`config.mk`:
```
export PLATFORM = sky130hd
export DESIGN_NAME = incr_decode
export DESIGN_NICKNAME = d
export VERILOG_FILES = /design/src/rtl/incr_decode_pkg.sv /design/src/rtl/incr_prefix_split.sv /design/src/rtl/incr_form_classify.sv /design/src/rtl/incr_result_reg.sv /design/src/rtl/incr_decode.sv
export SDC_FILE = /design/constraint.sdc
export NUM_CORES = 1
export LEC_CHECK = 0
export ABC_CLOCK_PERIOD_IN_PS = 5700
export BUFFER_PORTS_ARGS = -buffer_cell sky130_fd_sc_hd__buf_2
export CAP_MARGIN = 0
export CORE_MARGIN = 2
export CORE_UTILIZATION = 35
export DETAILED_ROUTE_END_ITERATION = 16
export GPL_TIMING_DRIVEN = 0
export PLACE_DENSITY = 0.68
export SETUP_SLACK_MARGIN = 0.05
export SYNTH_ARGS = -nofsm -noshare
export SYNTH_HDL_FRONTEND = slang
export SYNTH_HIERARCHICAL = 1
export SYNTH_SLANG_ARGS = --single-unit
```
`constraint.sdc`:
```
create_clock -name clk -period 5.7 [get_ports clk]
set_clock_uncertainty 0.15 [all_clocks]
set_input_delay 0.855 -clock clk [delete_from_list [all_inputs] [get_ports clk]]
set_output_delay 0.855 -clock clk [all_outputs]
set_load 0.005 [all_outputs]
```
`src/rtl/incr_decode_pkg.sv`:
```
// Package: shared widths, opcode constants and the result record of the
// increment decoder. Assumes byte-oriented streams, first byte lowest.
package incr_decode_pkg;
    parameter int BYTE_W  = 8;
    parameter int NBYTES  = 3;
    localparam int STREAM_W = BYTE_W * NBYTES;
    localparam int REG_W    = 4;
    localparam int LEN_W    = 2;

    localparam logic [BYTE_W-1:0] OPC_INC8   = 8'hFE;
    localparam logic [BYTE_W-1:0] OPC_INCV   = 8'hFF;
    localparam logic [4:0]        SHORT_HI5  = 5'b01000; // 0x40..0x47
    localparam logic [3:0]        PFX_HI4    = 4'h4;     // 0x40..0x4F

    typedef enum logic [1:0] {
        WD_BYTE  = 2'd0,
        WD_WORD  = 2'd1,
        WD_DWORD = 2'd2,
        WD_QWORD = 2'd3
    } incw_t;

    typedef struct packed {
        logic             is_inc;
        logic             bad_mode;
        incw_t            width;
        logic             mem;
        logic [REG_W-1:0] dreg;
        logic [LEN_W-1:0] len;
        logic             hbyte;
    } incres_t;
endpackage

```
`src/rtl/incr_prefix_split.sv`:
```
// Module: separates an optional register-extension prefix from the opcode
// and ModRM bytes. Assumes the prefix is recognised only in 64-bit mode.
module incr_prefix_split
    import incr_decode_pkg::*;
#(
    parameter int BW = BYTE_W,
    parameter int NB = NBYTES
) (
    input  logic [BW*NB-1:0] stream,
    input  logic             long_mode,
    output logic             pfx_seen,
    output logic             pfx_w,
    output logic             pfx_b,
    output logic [BW-1:0]    first,
    output logic [BW-1:0]    opc,
    output logic [BW-1:0]    modrm
);
    logic [BW-1:0] byt [NB];

    // Slice the stream into bytes.
    for (genvar i = 0; i < NB; i++) begin : g_slice
        assign byt[i] = stream[i*BW +: BW];
    end

    // Detect the prefix and shift the opcode window past it.
    always_comb begin
        first    = byt[0];
        pfx_seen = long_mode && (byt[0][7:4] == PFX_HI4);
        pfx_w    = pfx_seen && byt[0][3];
        pfx_b    = pfx_seen && byt[0][0];
        opc      = pfx_seen ? byt[1] : byt[0];
        modrm    = pfx_seen ? byt[2] : byt[1];
    end
endmodule

```
`src/rtl/incr_form_classify.sv`:
```
// Module: classifies the opcode/ModRM pair as an increment form and fills
// the result record. Assumes prefix splitting is already done.
module incr_form_classify
    import incr_decode_pkg::*;
#(
    parameter int BW = BYTE_W
) (
    input  logic          long_mode,
    input  logic          op16,
    input  logic          pfx_seen,
    input  logic          pfx_w,
    input  logic          pfx_b,
    input  logic [BW-1:0] first,
    input  logic [BW-1:0] opc,
    input  logic [BW-1:0] modrm,
    output incres_t       res
);
    logic [1:0] mod_f;
    logic [2:0] ext_f;
    logic [2:0] rm_f;
    logic       short_form;
    logic       rm_form;
    incw_t      vsize;

    // Split ModRM fields and recognise the candidate forms.
    always_comb begin
        mod_f      = modrm[7:6];
        ext_f      = modrm[5:3];
        rm_f       = modrm[2:0];
        short_form = (first[7:3] == SHORT_HI5);
        rm_form    = ((opc == OPC_INC8) || (opc == OPC_INCV)) && (ext_f == 3'd0);
        vsize      = op16 ? WD_WORD : WD_DWORD;
    end

    // Build the result record for the recognised form.
    always_comb begin
        res = '0;
        if (!long_mode && short_form) begin
            res.is_inc = 1'b1;
            res.width  = vsize;
            res.dreg   = {1'b0, first[2:0]};
            res.len    = 2'd1;
        end else if (rm_form) begin
            res.is_inc = 1'b1;
            if (opc == OPC_INC8)  res.width = WD_BYTE;
            else if (pfx_w)       res.width = WD_QWORD;
            else                  res.width = vsize;
            res.len = pfx_seen ? 2'd3 : 2'd2;
            if (mod_f != 2'b11) begin
                res.mem = 1'b1;
            end else begin
                res.dreg  = {pfx_b, rm_f};
                res.hbyte = (opc == OPC_INC8) && !pfx_seen && rm_f[2];
            end
        end else if (long_mode && short_form) begin
            res.bad_mode = 1'b1;
        end
    end
endmodule

```
`src/rtl/incr_result_reg.sv`:
```
// Module: output register stage; clears the record on idle cycles.
// Assumes synchronous active-low reset.
module incr_result_reg
    import incr_decode_pkg::*;
(
    input  logic    clk,
    input  logic    rst_n,
    input  logic    in_valid,
    input  incres_t d,
    output logic    q_valid,
    output incres_t q
);
    // Register valid and the record, zeroed when idle or in reset.
    always_ff @(posedge clk) begin
        if (!rst_n) begin
            q_valid <= 1'b0;
            q       <= '0;
        end else begin
            q_valid <= in_valid;
            q       <= in_valid ? d : '0;
        end
    end
endmodule

```
`src/rtl/incr_decode.sv`:
```
// Module: top of the increment decoder. One registered stage; the result
// for a sampled byte window appears one clock later.
module incr_decode
    import incr_decode_pkg::*;
(
    input  logic                clk,
    input  logic                rst_n,
    input  logic                in_valid,
    input  logic [STREAM_W-1:0] in_bytes,
    input  logic                long_mode,
    input  logic                op16,
    output logic                out_valid,
    output logic                out_is_inc,
    output logic                out_bad_mode,
    output logic [1:0]          out_width,
    output logic                out_mem,
    output logic [REG_W-1:0]    out_reg,
    output logic [LEN_W-1:0]    out_len,
    output logic                out_hbyte
);
    logic              pfx_seen, pfx_w, pfx_b;
    logic [BYTE_W-1:0] first, opc, modrm;
    incres_t           res_c, res_q;

    incr_prefix_split #(.BW(BYTE_W), .NB(NBYTES)) u_split (
        .stream(in_bytes), .long_mode(long_mode),
        .pfx_seen(pfx_seen), .pfx_w(pfx_w), .pfx_b(pfx_b),
        .first(first), .opc(opc), .modrm(modrm)
    );

    incr_form_classify #(.BW(BYTE_W)) u_cls (
        .long_mode(long_mode), .op16(op16),
        .pfx_seen(pfx_seen), .pfx_w(pfx_w), .pfx_b(pfx_b),
        .first(first), .opc(opc), .modrm(modrm), .res(res_c)
    );

    incr_result_reg u_reg (
        .clk(clk), .rst_n(rst_n), .in_valid(in_valid),
        .d(res_c), .q_valid(out_valid), .q(res_q)
    );

    // Unpack the registered record onto the ports.
    always_comb begin
        out_is_inc   = res_q.is_inc;
        out_bad_mode = res_q.bad_mode;
        out_width    = res_q.width;
        out_mem      = res_q.mem;
        out_reg      = res_q.dreg;
        out_len      = res_q.len;
        out_hbyte    = res_q.hbyte;
    end
endmodule

```
**Yosys cells after proc, flatten, opt, wreduce, memory -nomap -nowiden**

Index checks and enable logic that the tools add are counted.

- Register bits after elaboration: 13
- Output and inout bits: 13
- Logic and storage cells: 49

- Equal/unequal tests: 5
- Multiplexer cells: 15
- Bitwise operators: 3
- Reduce and logical (&&, ||, !) cells: 16

Operators with widths:

| cell | count |
|---|---|
| equality test 8 bit, second input constant | 2 |
| 2-to-1 mux 8 bit | 2 |
| 2-to-1 mux 10 bit | 1 |
| logical AND 1 bit | 8 |
| 2-to-1 mux 2 bit | 4 |
| OR reduction 4 bit | 2 |
| 2-to-1 mux 1 bit | 6 |
| equality test 5 x 4 -> 1 bit, second input constant | 1 |
| 2-to-1 mux 5 bit | 1 |
| OR reduction 5 bit | 1 |
| equality test 4 x 3 -> 1 bit, second input constant | 1 |
| 2-to-1 mux 4 bit | 1 |
| logical NOT 3 bit | 1 |
| inverter 1 bit | 3 |
| logical NOT 1 bit | 2 |
| != test 2 bit, second input constant | 1 |
| AND reduction 2 bit | 1 |
| logical OR 1 bit | 1 |

**Longest topological paths before layout**

Gate-level depths: netlist of the first run.

- Depth after elaboration: 9
- Depth in mapped cells: 8
- Mapped depth without buffers: 8

**Cells and area by module**

Netlist of the first run, hierarchy kept.

By module, submodules not included:

| module | instances | cells an instance | area an instance (um^2) | seq. area each (um^2) |
|---|---|---|---|---|
| incr_result_reg | 1 | 28 | 365.4 | 260.2 |
| incr_prefix_split | 1 | 31 | 280.3 | 0.0 |
| incr_form_classify | 1 | 36 | 267.8 | 0.0 |

**Least setup slack after synthesis of the first run**

Ideal clock, no wire load.

- Path kind: input port to flip-flop
- From: input in_bytes[4]
- To: register u_reg/q[0] (netlist name)
- Arrival time: 2.731 ns
- Data required time: 5.491 ns
- Path slack: 2.760 ns
- Stages: 7
- Buffers on the path: 0
- Path through: nor4b_4 nand2_4 clkinv_2 mux2_1 or4_4 nor4_2 and3_2

RTL lines:

| element | RTL line | source |
|---|---|---|
| from (decl) | incr_decode.sv:9 | `input logic [STREAM_W-1:0] in_bytes,` |
| equality test 4 x 3 -> 1 bit | incr_prefix_split.sv:28 | `pfx_seen = long_mode && (byt[0][7:4] == PFX_HI4);` |
| logical AND 1 bit | incr_prefix_split.sv:28 |  |
| named net pfx_seen | incr_decode.sv:21 | `logic pfx_seen, pfx_w, pfx_b;` |
| 2-to-1 mux 8 bit | incr_prefix_split.sv:32 | `modrm = pfx_seen ? byt[2] : byt[1];` |
| named net modrm[4] | incr_decode.sv:22 | `logic [BYTE_W-1:0] first, opc, modrm;` |
| logical NOT 3 bit | incr_form_classify.sv:31 | `rm_form = ((opc == OPC_INC8) \|\| (opc == OPC_INCV)) && (ext_f == 3'd0);` |
| logical AND 1 bit | incr_form_classify.sv:31 |  |
| inverter 1 bit (no line) | n/a |  |
| OR reduction 5 bit (no line) | n/a |  |
| to (signal assigned) | incr_result_reg.sv:20 | `q <= in_valid ? d : '0;` |
| to (decl) | incr_result_reg.sv:11 | `output incres_t q` |

The timed path passes the listed nets, and every way through them passes these cells.
A chain may end at the register's enable or synchronous reset.

==> results of run 1 <==
-- cell type report --
| class | count | area (µm²) |
|---|---|---|
| flip-flops and latches | 13 | 260.3 |
| fillers | 265 | 1295 |
| multi-input cells | 67 | 550.5 |
| clock buffers | 4 | 26.28 |
| plain buffers | 11 | 86.33 |
| repair buffers | 41 | 205.2 |
| inverters | 4 | 16.27 |
| well taps | 30 | 37.54 |
-- metrics by stage --
step	power, W	std cells	worst slack [ps]	area, µm²
2_1_floorplan	0.0001141	95	2760	913.4
3_3_place_gp	0.0001292	166	2423	1156
3_5_place_dp	0.0001303	166	2407	1156
4_1_cts	0.0001847	170	2654	1182
5_1_grt	0.0001913	170	2457	1182
6_report	0.0001824	170	2622	1182
-- power breakdown --
part	leakage [nW]	switching, W	internal (W)	total (W)
Sequential	0.105	0.0000000934	0.0000912	0.0000913
Clock	0.0150	0.0000274	0.0000270	0.0000544
Combinational	0.506	0.0000165	0.0000202	0.0000367
-- per-layer routing --
layer	global-route usage [%]	share of wire [%]
met5	0	0
met4	6.911	0.96
met3	3.226	5.8
met2	27.38	51
met1	16.69	42
-- sequential cells by signal (all words and copies together), names as in the netlist --
register       count
u_reg/q_valid      1
u_reg/q           12
-- worst max path at each step --
stage	slack [ps]	startpoint	end
after floorplan	2760	in_bytes[4]	u_reg/q[0]$_SDFF_PN0_
after global placement	2420	in_bytes[4]	u_reg/q[0]$_SDFF_PN0_
after detailed placement	2410	in_bytes[4]	u_reg/q[0]$_SDFF_PN0_
after CTS	2650	in_bytes[4]	u_reg/q[4]$_SDFF_PN0_
after global routing	2460	in_bytes[4]	u_reg/q[4]$_SDFF_PN0_
final	2620	in_bytes[4]	u_reg/q[4]$_SDFF_PN0_
-- placed cells by master, fill, tap and decap left out, types with 2 or more instances in the layout --
cell type,netlist,final
buf_2,0,41
dfxtp_1,13,13
and3_1,11,11
buf_4,10,10
mux2_2,8,8
nand3_1,7,7
nand2_1,5,5
and3_2,4,4
clkbuf_4,0,3
nor2_1,3,3
o31ai_1,3,3
inv_1,3,3
a21o_1,3,3
mux2_1,3,3
nor4b_4,2,2
-- cell families after synthesis --
logic type,Yosys count,synth area share (%)
buf+inv,15,11.23
flops,13,28.49
simple gates,44,35.89
compound gates,12,10.82
mux,11,13.56
==> flow_summary_export.csv, run 1 <==
group,metric,value,unit
worst_setup_path,cp_slowest_stage_delay,420,ps
min_path,hold_path.class,"primary input to register",
timing,rsz0062_at_grt,"false",
synthesis,synth-seq-cells,13,
synthesis,avgSynthCellArea,9.614,µm²
clock_network,cts_tree,"built",
route,firstDrtPassIters,4,
timing,finalSetupViolCount,0,
min_path,hold_depth,2,
place,hpwl,1.746,mm
synthesis,synth_area_leaders,"dfxtp_1 28%, mux2_2 9.9%, buf_4 8.2%",
pwr,peakVddDrop,79.93,µV
worst_setup_path,worst_setup_path_start_kind,"primary input",
clock_network,path_clk_slew,80,ps
finish,finalNetCount,170,
route,first_iter_violations,9,
finish,drive_gt1_share,55.71,%
floorplanning,dieArea,3034,µm²
min_path,hold_path_end,"u_reg/q[5]$_SDFF_PN0_",
place,routabilityCongestion,0.7720,
worst_setup_path,crit_buf_inv,2,
timing,fmax,324.9,MHz
floorplanning,die_x,55.09,µm
timing,period_minus_slack,3078,ps
floorplanning,die_h,55.09,µm
pwr,leakage,0.6255,nW
route,ant_nets,0,
clock_network,cts_buffers,3,
timing,post-route-period-util,54.00,%
clock_network,cts_setup_buffers,0,
synthesis,synth_flop_cell,"dfxtp_1",
timing,hold_viol_final,0,
synthesis,syn_area,913.4,µm²
synthesis,syn_inst,95,
worst_setup_path,path_cells,"buf_2 > nor4b_4 > nand2_4 > clkinv_2 > mux2_1 > nor3_1 > nand3_2 > o31ai_1 > and3_1",
worst_setup_path,required,5760,ps
route,drt_wl_total,1.989,mm
route,wl_per_cell,11.70,µm
clock_network,cts_resized,0,
synthesis,ys_types,33,
floorplanning,ios,42,
worst_setup_path,critical_path_class,"primary input to register",
global_routing,grt_max_degree,11,
global_routing,grt_pass1_wl,3.298,mm
place,port_buffers,41,
route,drc,0,
min_path,worstHoldStart,"in_valid",
clock_network,clockRootBuffer,"clkbuf_4",
synthesis,yosysTopAreaCellShare,28.49,%
synthesis,synth_commonest_cells,"13 x dfxtp_1, 11 x and3_1, 10 x buf_4, 8 x mux2_2, 7 x nand3_1",
clock_network,cts.sinks,13,
synthesis,yosys_warnings,6,
clock_network,postCtsHoldBufs,0,
timing,worst_pin_slew,427.2,ps
synthesis,syn_nets,124,
clock_network,htreeDepth,1,
worst_setup_path,end_kind,"register",
route,via_count,837,
status,status,"finished clean",
timing,tns,0,ps
synthesis,synthArstFlopShare,0,%
finish,area_growth_syn_to_layout,29.45,%
timing,slew_viol_final,0,
global_routing,grt_usage,15.11,%
route,viasPerCell,4.924,
finish,diodes,0,
floorplanning,initial_core_util,36.87,%
floorplanning,core_area,2477,µm²
flow_run,cap_viol_max_count,0,
worst_setup_path,crit_cells,9,
synthesis,ys_seq_area_share,28.49,%
timing,slew_headroom,71.22,%
floorplanning,std_cell_rows,18,
global_routing,grt_overflow_total,0,
pwr,p_per_area,154.3,nW/µm²
global_routing,antenna_found_initial,0,
finish,final_core_util,47.73,%
worst_setup_path,critPathTopFamily,"simple AND/OR/NAND/NOR gates",
worst_setup_path,crit_arrival,3140,ps
synthesis,netlist.top_cell.by_area,"dfxtp_1",
synthesis,synth.most_common_cell,"dfxtp_1",
clock_network,ctsLongestPathBuffers,2,
worst_setup_path,slowest_stage,"nor4b_4",
worst_setup_path,cp_max_fo,9,
synthesis,synth_edf_count,0,
global_routing,grt_pass1_vias,806,
timing,whs,716.5,ps
No activity file was read; power rests on OpenSTA's default activity.
==> run 2: changes to the inputs <==
--- a/config.mk
+++ b/config.mk
@@ -5,14 +5,15 @@
 export SDC_FILE = /design/constraint.sdc
 export NUM_CORES = 1
 export LEC_CHECK = 0
-export ABC_CLOCK_PERIOD_IN_PS = 5700
+export ABC_AREA = 1
+export ABC_CLOCK_PERIOD_IN_PS = 3000
 export BUFFER_PORTS_ARGS = -buffer_cell sky130_fd_sc_hd__buf_2
 export CAP_MARGIN = 0
 export CORE_MARGIN = 2
 export CORE_UTILIZATION = 35
 export DETAILED_ROUTE_END_ITERATION = 16
 export GPL_TIMING_DRIVEN = 0
-export PLACE_DENSITY = 0.68
+export PLACE_DENSITY = 0.65
 export SETUP_SLACK_MARGIN = 0.05
 export SYNTH_ARGS = -nofsm -noshare
 export SYNTH_HDL_FRONTEND = slang
==> constraint.sdc (replaced) <==
create_clock -name clk -period 3 [get_ports clk]
set_clock_uncertainty 0.15 [all_clocks]
set_input_delay 0.45 -clock clk [delete_from_list [all_inputs] [get_ports clk]]
set_output_delay 0.45 -clock clk [all_outputs]
set_load 0.005 [all_outputs]
==> flow_summary_export.csv, run 2 <==
group,metric,value,unit
status,status,"finished clean",
clock_network,cts_tree,"built",
pwr,p_switching,0.00009699,W
timing,finalSetupViolCount,0,
worst_setup_path,end_kind,"register",
synthesis,synth_flop_cell,"dfxtp_1",
synthesis,ys_types,23,
finish,final_core_util,45.95,%
pwr,p_sw_share,26.92,%
clock_network,cts_setup_buffers,0,
worst_setup_path,required,3050,ps
timing,hold_viol_final,0,
route,first_iter_violations,17,
timing,slew_viol_final,0,
finish,top_regs,"u_reg/q (12), u_reg/q_valid (1)",
floorplanning,dieArea,3637,µm²
worst_setup_path,slowest_stage,"nor2_4",
finish,area_growth_syn_to_layout,25.37,%
synthesis,avgSynthCellArea,6.528,µm²
pwr,p_comb_share,24.8,%
route,met1Wirelength,958,µm
route,firstDrtPassIters,4,
route,routed-wl-met3,124,µm
synthesis,netlist.top_cell.by_area,"dfxtp_1",
floorplanning,std_cell_rows,20,
route,via_count,1045,
synthesis,yosysTopAreaCellShare,23.45,%
pwr,peakVddDrop,78.32,µV
floorplanning,die_h,60.31,µm
worst_setup_path,crit_buf_inv,3,
place,port_buffers,40,
finish,finalNetCount,244,
global_routing,grt_pass1_wl,3.636,mm
synthesis,yosys_warnings,6,
synthesis,syn_inst,170,
route,viasPerCell,4.050,
clock_network,postCtsHoldBufs,0,
global_routing,grt_overflow_total,0,
pwr,pwr-share-clk,27.0,%
pwr,internal_power,0.0002633,W
finish,fin_area,1391,µm²
timing,tns,0,ps
synthesis,synth_area_leaders,"dfxtp_1 23%, nand2_1 16%, inv_1 10%",
timing,fmax,518.0,MHz
global_routing,grt_max_degree,11,
worst_setup_path,critPathTopFamily,"simple AND/OR/NAND/NOR gates",
synthesis,synth-seq-cells,13,
worst_setup_path,crit_arrival,1980,ps
route,wl_met2,971,µm
synthesis,ys_seq_area_share,23.45,%
synthesis,syn_area,1110,µm²
timing,slew_headroom,84.89,%
place,hpwl,1.785,mm
worst_setup_path,path_cells,"buf_2 > nor2_4 > buf_4 > nand4_1 > nand2_1 > nand2_2 > nor2_4 > nand2_4 > nor2_8 > nand3_2 > nor2_2 > inv_1 > nor2_1",
worst_setup_path,worst_setup_path_start_kind,"primary input",
synthesis,synth.most_common_cell,"nand2_1",
clock_network,ctsLongestPathBuffers,2,
worst_setup_path,cp_max_fo,10,
floorplanning,ios,42,
global_routing,grt_usage,12.89,%
timing,rsz0062_at_grt,"false",
finish,largest_reg_flops,12,
route,top_layer,"met4",
timing,whs,299.5,ps
clock_network,cts_resized,0,
worst_setup_path,cp_slowest_stage_delay,220,ps
clock_network,path_clk_slew,60,ps
worst_setup_path,crit_top_cell,"nor2_4",
synthesis,synthArstFlopShare,0,%
finish,drive_gt1_share,40.65,%
route,ant_nets,0,
clock_network,htreeDepth,1,
floorplanning,initial_core_util,36.65,%
clock_network,cts_buffers,3,
floorplanning,die_x,60.31,µm
floorplanning,core_area,3028,µm²
route,wl_per_cell,8.012,µm
finish,top_register,"u_reg/q",
global_routing,antenna_found_initial,0,
global_routing,grt_pass1_vias,853,
clock_network,clockRootBuffer,"clkbuf_4",
pwr,p_per_area,258.9,nW/µm²
place,placed_area,1365,µm²
timing,worst_pin_slew,226.2,ps
synthesis,syn_nets,199,
worst_setup_path,critical_path_class,"primary input to register",
clock_network,cts.sinks,13,
route,drc,0,
synthesis,synth_commonest_cells,"47 x nand2_1, 30 x inv_1, 15 x nand4_1, 14 x nor2_2, 13 x dfxtp_1",
finish,diodes,0,
pwr,power_frac_seq,48.2,%
place,routabilityCongestion,0.8143,
min_path,hold_path.class,"primary input to register",
pwr,leakage,0.7680,nW
timing,post-route-period-util,64.35,%
finish,layout_commonest_cell,"nand2_1",
finish,layout_common_cells,"47 x nand2_1, 42 x buf_2, 30 x inv_1, 15 x nand4_1, 14 x nor2_2",
timing,period_minus_slack,1931,ps
flow_run,cap_viol_max_count,0,
route,drt_wl_total,2.067,mm
synthesis,synth_edf_count,0,
==> run 2: changes by cell type after synthesis, moves of 7 or more <==
| cell | delta |
|---|---|
| inv_1 | +27 |
| nor2_1 | +7 |
| and3_1 | -11 |
| nor2_2 | +14 |
| nand4_1 | +14 |
| mux2_2 | -8 |
| nand2_1 | +42 |
==> run 2: metrics by stage <==
stage / power [W] / worst slack (ps) / instances
floorplan: 0.0002362 / 1131 / 170
finish: 0.0003603 / 1069 / 258
global route: 0.0003835 / 889.5 / 258
CTS: 0.0003659 / 1057 / 258
detailed placement: 0.0002680 / 778.0 / 254
global placement: 0.0002673 / 797.5 / 254
==> run 2: routing by layer <==
layer / GRT usage (%) / vias up
met5: 0 / -
met2: 20.96 / 32
met3: 1.299 / 2
met4: 5.714 / 0
li1: - / 597
met1: 17.18 / 414
==> run 2: kinds of logic (layout without fill, tap and decap cells) <==
family          Yosys count  in the layout  share of synthesized area, %
flops                    13             13                         23.45
buf+inv                  48             92                         21.19
compound gates            3              3                         1.352
simple gates            106            106                         54.00
==> run 2: worst paths after layout <==
kind / slack, ps / endpoint / start / depth (start not counted)
setup / recovery: 1070 / u_reg/q[0]$_SDFF_PN0_ / in_bytes[4] / 13
hold / removal: 300 / u_reg/q[5]$_SDFF_PN0_ / in_valid / 3
==> run 2: cell type report <==
cell class                      instances  area, µm²
Fill cell                             333       1637
Tap cell                               44      55.05
Timing Repair Buffer                   40      200.2
Inverter                               34      127.6
Buffer                                 14      107.6
Clock buffer                            4      26.28
Multi-Input combinational cell        109      614.3
Sequential cell                        13      260.3
==> run 2: power groups by stage <==
stage | logic (W) | registers [W] | clock network [W]
CTS | 0.0000906 | 0.000174 | 0.000102
finish | 0.0000895 | 0.000174 | 0.0000971
global route | 0.000100 | 0.000174 | 0.000109
global placement | 0.0000897 | 0.000178 | 0
detailed placement | 0.0000903 | 0.000178 | 0
floorplan | 0.0000584 | 0.000178 | 0
==> run 3: changes to the inputs <==
--- a/config.mk
+++ b/config.mk
@@ -6,7 +6,7 @@
 export NUM_CORES = 1
 export LEC_CHECK = 0
 export ABC_AREA = 1
-export ABC_CLOCK_PERIOD_IN_PS = 3000
+export ABC_CLOCK_PERIOD_IN_PS = 1850
 export BUFFER_PORTS_ARGS = -buffer_cell sky130_fd_sc_hd__buf_2
 export CAP_MARGIN = 0
 export CORE_MARGIN = 2
==> constraint.sdc (replaced) <==
create_clock -name clk -period 1.85 [get_ports clk]
set_clock_uncertainty 0.15 [all_clocks]
set_input_delay 0.2775 -clock clk [delete_from_list [all_inputs] [get_ports clk]]
set_output_delay 0.2775 -clock clk [all_outputs]
set_load 0.005 [all_outputs]
==> flow_summary_export.csv, run 3 (synthesis results as in run 2) <==
group,metric,value,unit
timing,post-route-period-util,91.54,%
finish,finalNonFillerCells,268,
clock_network,htreeDepth,1,
clock_network,postCtsHoldBufs,0,
floorplanning,std_cell_rows,20,
timing,slew_viol_final,0,
clock_network,cts_buffers,3,
timing,tns,0,ps
timing,worst_pin_slew,232.0,ps
global_routing,grt_pass1_wl,3.636,mm
worst_setup_path,cp_max_fo,8,
place,dp_cells,254,
finish,top_register,"u_reg/q",
floorplanning,die_h,60.31,µm
clock_network,cts_tree,"built",
clock_network,cts.sinks,13,
place,routabilityCongestion,0.8143,
worst_setup_path,cp_slowest_stage_delay,210,ps
timing,whs,129.0,ps
global_routing,grt_usage,12.89,%
worst_setup_path,required,1860,ps
floorplanning,dieArea,3637,µm²
finish,final_core_util,50.12,%
worst_setup_path,worst_setup_path_start_kind,"primary input",
finish,drive_gt1_share,45.98,%
status,status,"finished clean",
timing,fmax,590.5,MHz
finish,largest_reg_flops,12,
global_routing,grt_overflow_total,0,
clock_network,ctsLongestPathBuffers,2,
flow_run,cap_viol_max_count,0,
worst_setup_path,crit_buf_inv,6,
worst_setup_path,critical_path_class,"primary input to register",
pwr,p_per_area,400.2,nW/µm²
finish,layout_common_cells,"46 x nand2_1, 40 x buf_2, 29 x inv_1, 18 x buf_4",
pwr,leakage,0.8295,nW
finish,top_regs,"u_reg/q (12), u_reg/q_valid (1)",
place,hpwl,1.785,mm
finish,area_growth_syn_to_layout,36.75,%
floorplanning,core_area,3028,µm²
route,wl_per_cell,8.537,µm
route,drt_wl_total,2.288,mm
worst_setup_path,end_kind,"register",
timing,rsz0062_at_grt,"false",
finish,regArea,260.3,µm²
place,placed_area,1365,µm²
timing,hold_viol_final,0,
worst_setup_path,critPathTopFamily,"simple AND/OR/NAND/NOR gates",
min_path,worstHoldStart,"in_valid",
pwr,peakVddDrop,128.2,µV
finish,multiInputGateArea,645.6,µm²
min_path,hold_path_end,"u_reg/q[5]$_SDFF_PN0_",
global_routing,grt_pass1_vias,853,
min_path,hold_depth,3,
timing,finalSetupViolCount,0,
finish,diodes,0,
route,drc,0,
global_routing,antenna_found_initial,0,
place,port_buffers,40,
route,first_iter_violations,21,
timing,slew_headroom,84.51,%
floorplanning,die_x,60.31,µm
timing,period_minus_slack,1693,ps
floorplanning,ios,42,
worst_setup_path,cp-startpoint,"in_bytes[4]",
finish,layout_commonest_cell,"nand2_1",
finish,fin_area,1518,µm²
finish,finalNetCount,254,
global_routing,grt_max_degree,11,
worst_setup_path,slowest_stage,"nor2_8",
clock_network,clockRootBuffer,"clkbuf_4",
worst_setup_path,crit_arrival,1710,ps
min_path,hold_path.class,"primary input to register",
clock_network,path_clk_slew,70,ps
finish,nFillCells,317,
worst_setup_path,path_cells,"buf_2 > nor2_4 > buf_6 > buf_4 > nand4_1 > nand2_1 > nand2_1 > inv_2 > nand2_4 > nor2_8 > buf_4 > nor3_1 > inv_1 > nor2_2",
route,firstDrtPassIters,4,
route,ant_nets,0,
route,via_count,1103,
floorplanning,initial_core_util,36.65,%
route,viasPerCell,4.116,
-- run 3: worst max-delay path by stage --
stage                                         to  slack [ps]  cells past startpoint
final                     u_reg/q[10]$_SDFF_PN0_         160                     14
after global routing       u_reg/q[7]$_SDFF_PN0_          30                     12
after CTS                  u_reg/q[0]$_SDFF_PN0_          80                     13
after detailed placement   u_reg/q[0]$_SDFF_PN0_        -200                     13
after global placement     u_reg/q[0]$_SDFF_PN0_        -180                     13
after floorplan            u_reg/q[1]$_SDFF_PN0_         150                     13
-- run 3: stage by stage --
step	setup WS, ps	power [W]
global route	27.75	0.0006449
CTS	79.45	0.0005934
floorplan	154.0	0.0003830
finish	156.6	0.0006074
global placement	-180.0	0.0004335
detailed placement	-199.5	0.0004346
-- run 3: tightest hold or removal path, cell delays in order --
cell and delay, ps:
buf_2 80, nand2_2 60, nor2_1 80
-- run 3: power by group --
group	internal [W]	switching, W
registers	0.000281	0.000000293
logic	0.0000788	0.0000895
clock network	0.0000833	0.0000742
total	0.000443	0.000164
-- run 3: area by class of cell --
type / instances / share of cell area [%]
multi-input combinational: 109 / 42.54
timing repair buffer: 50 / 18.96
sequential: 13 / 17.15
inverter: 34 / 8.409
buffer: 14 / 7.584
tap: 44 / 3.627
clock buffer: 4 / 1.731
-- run 3: metal layers --
metal / GRT usage, % / routed length [µm]
met3: 1.299 / 123
met1: 17.18 / 1006
met4: 5.714 / 13
met2: 20.96 / 1145
met5: 0 / 0
-- run 3: timing repair --
item | 4_1_cts | 5_1_grt
setup buffers | 0 | 10
endpoints found under the setup margin | 0 | 11
gates resized for setup | 0 | 13
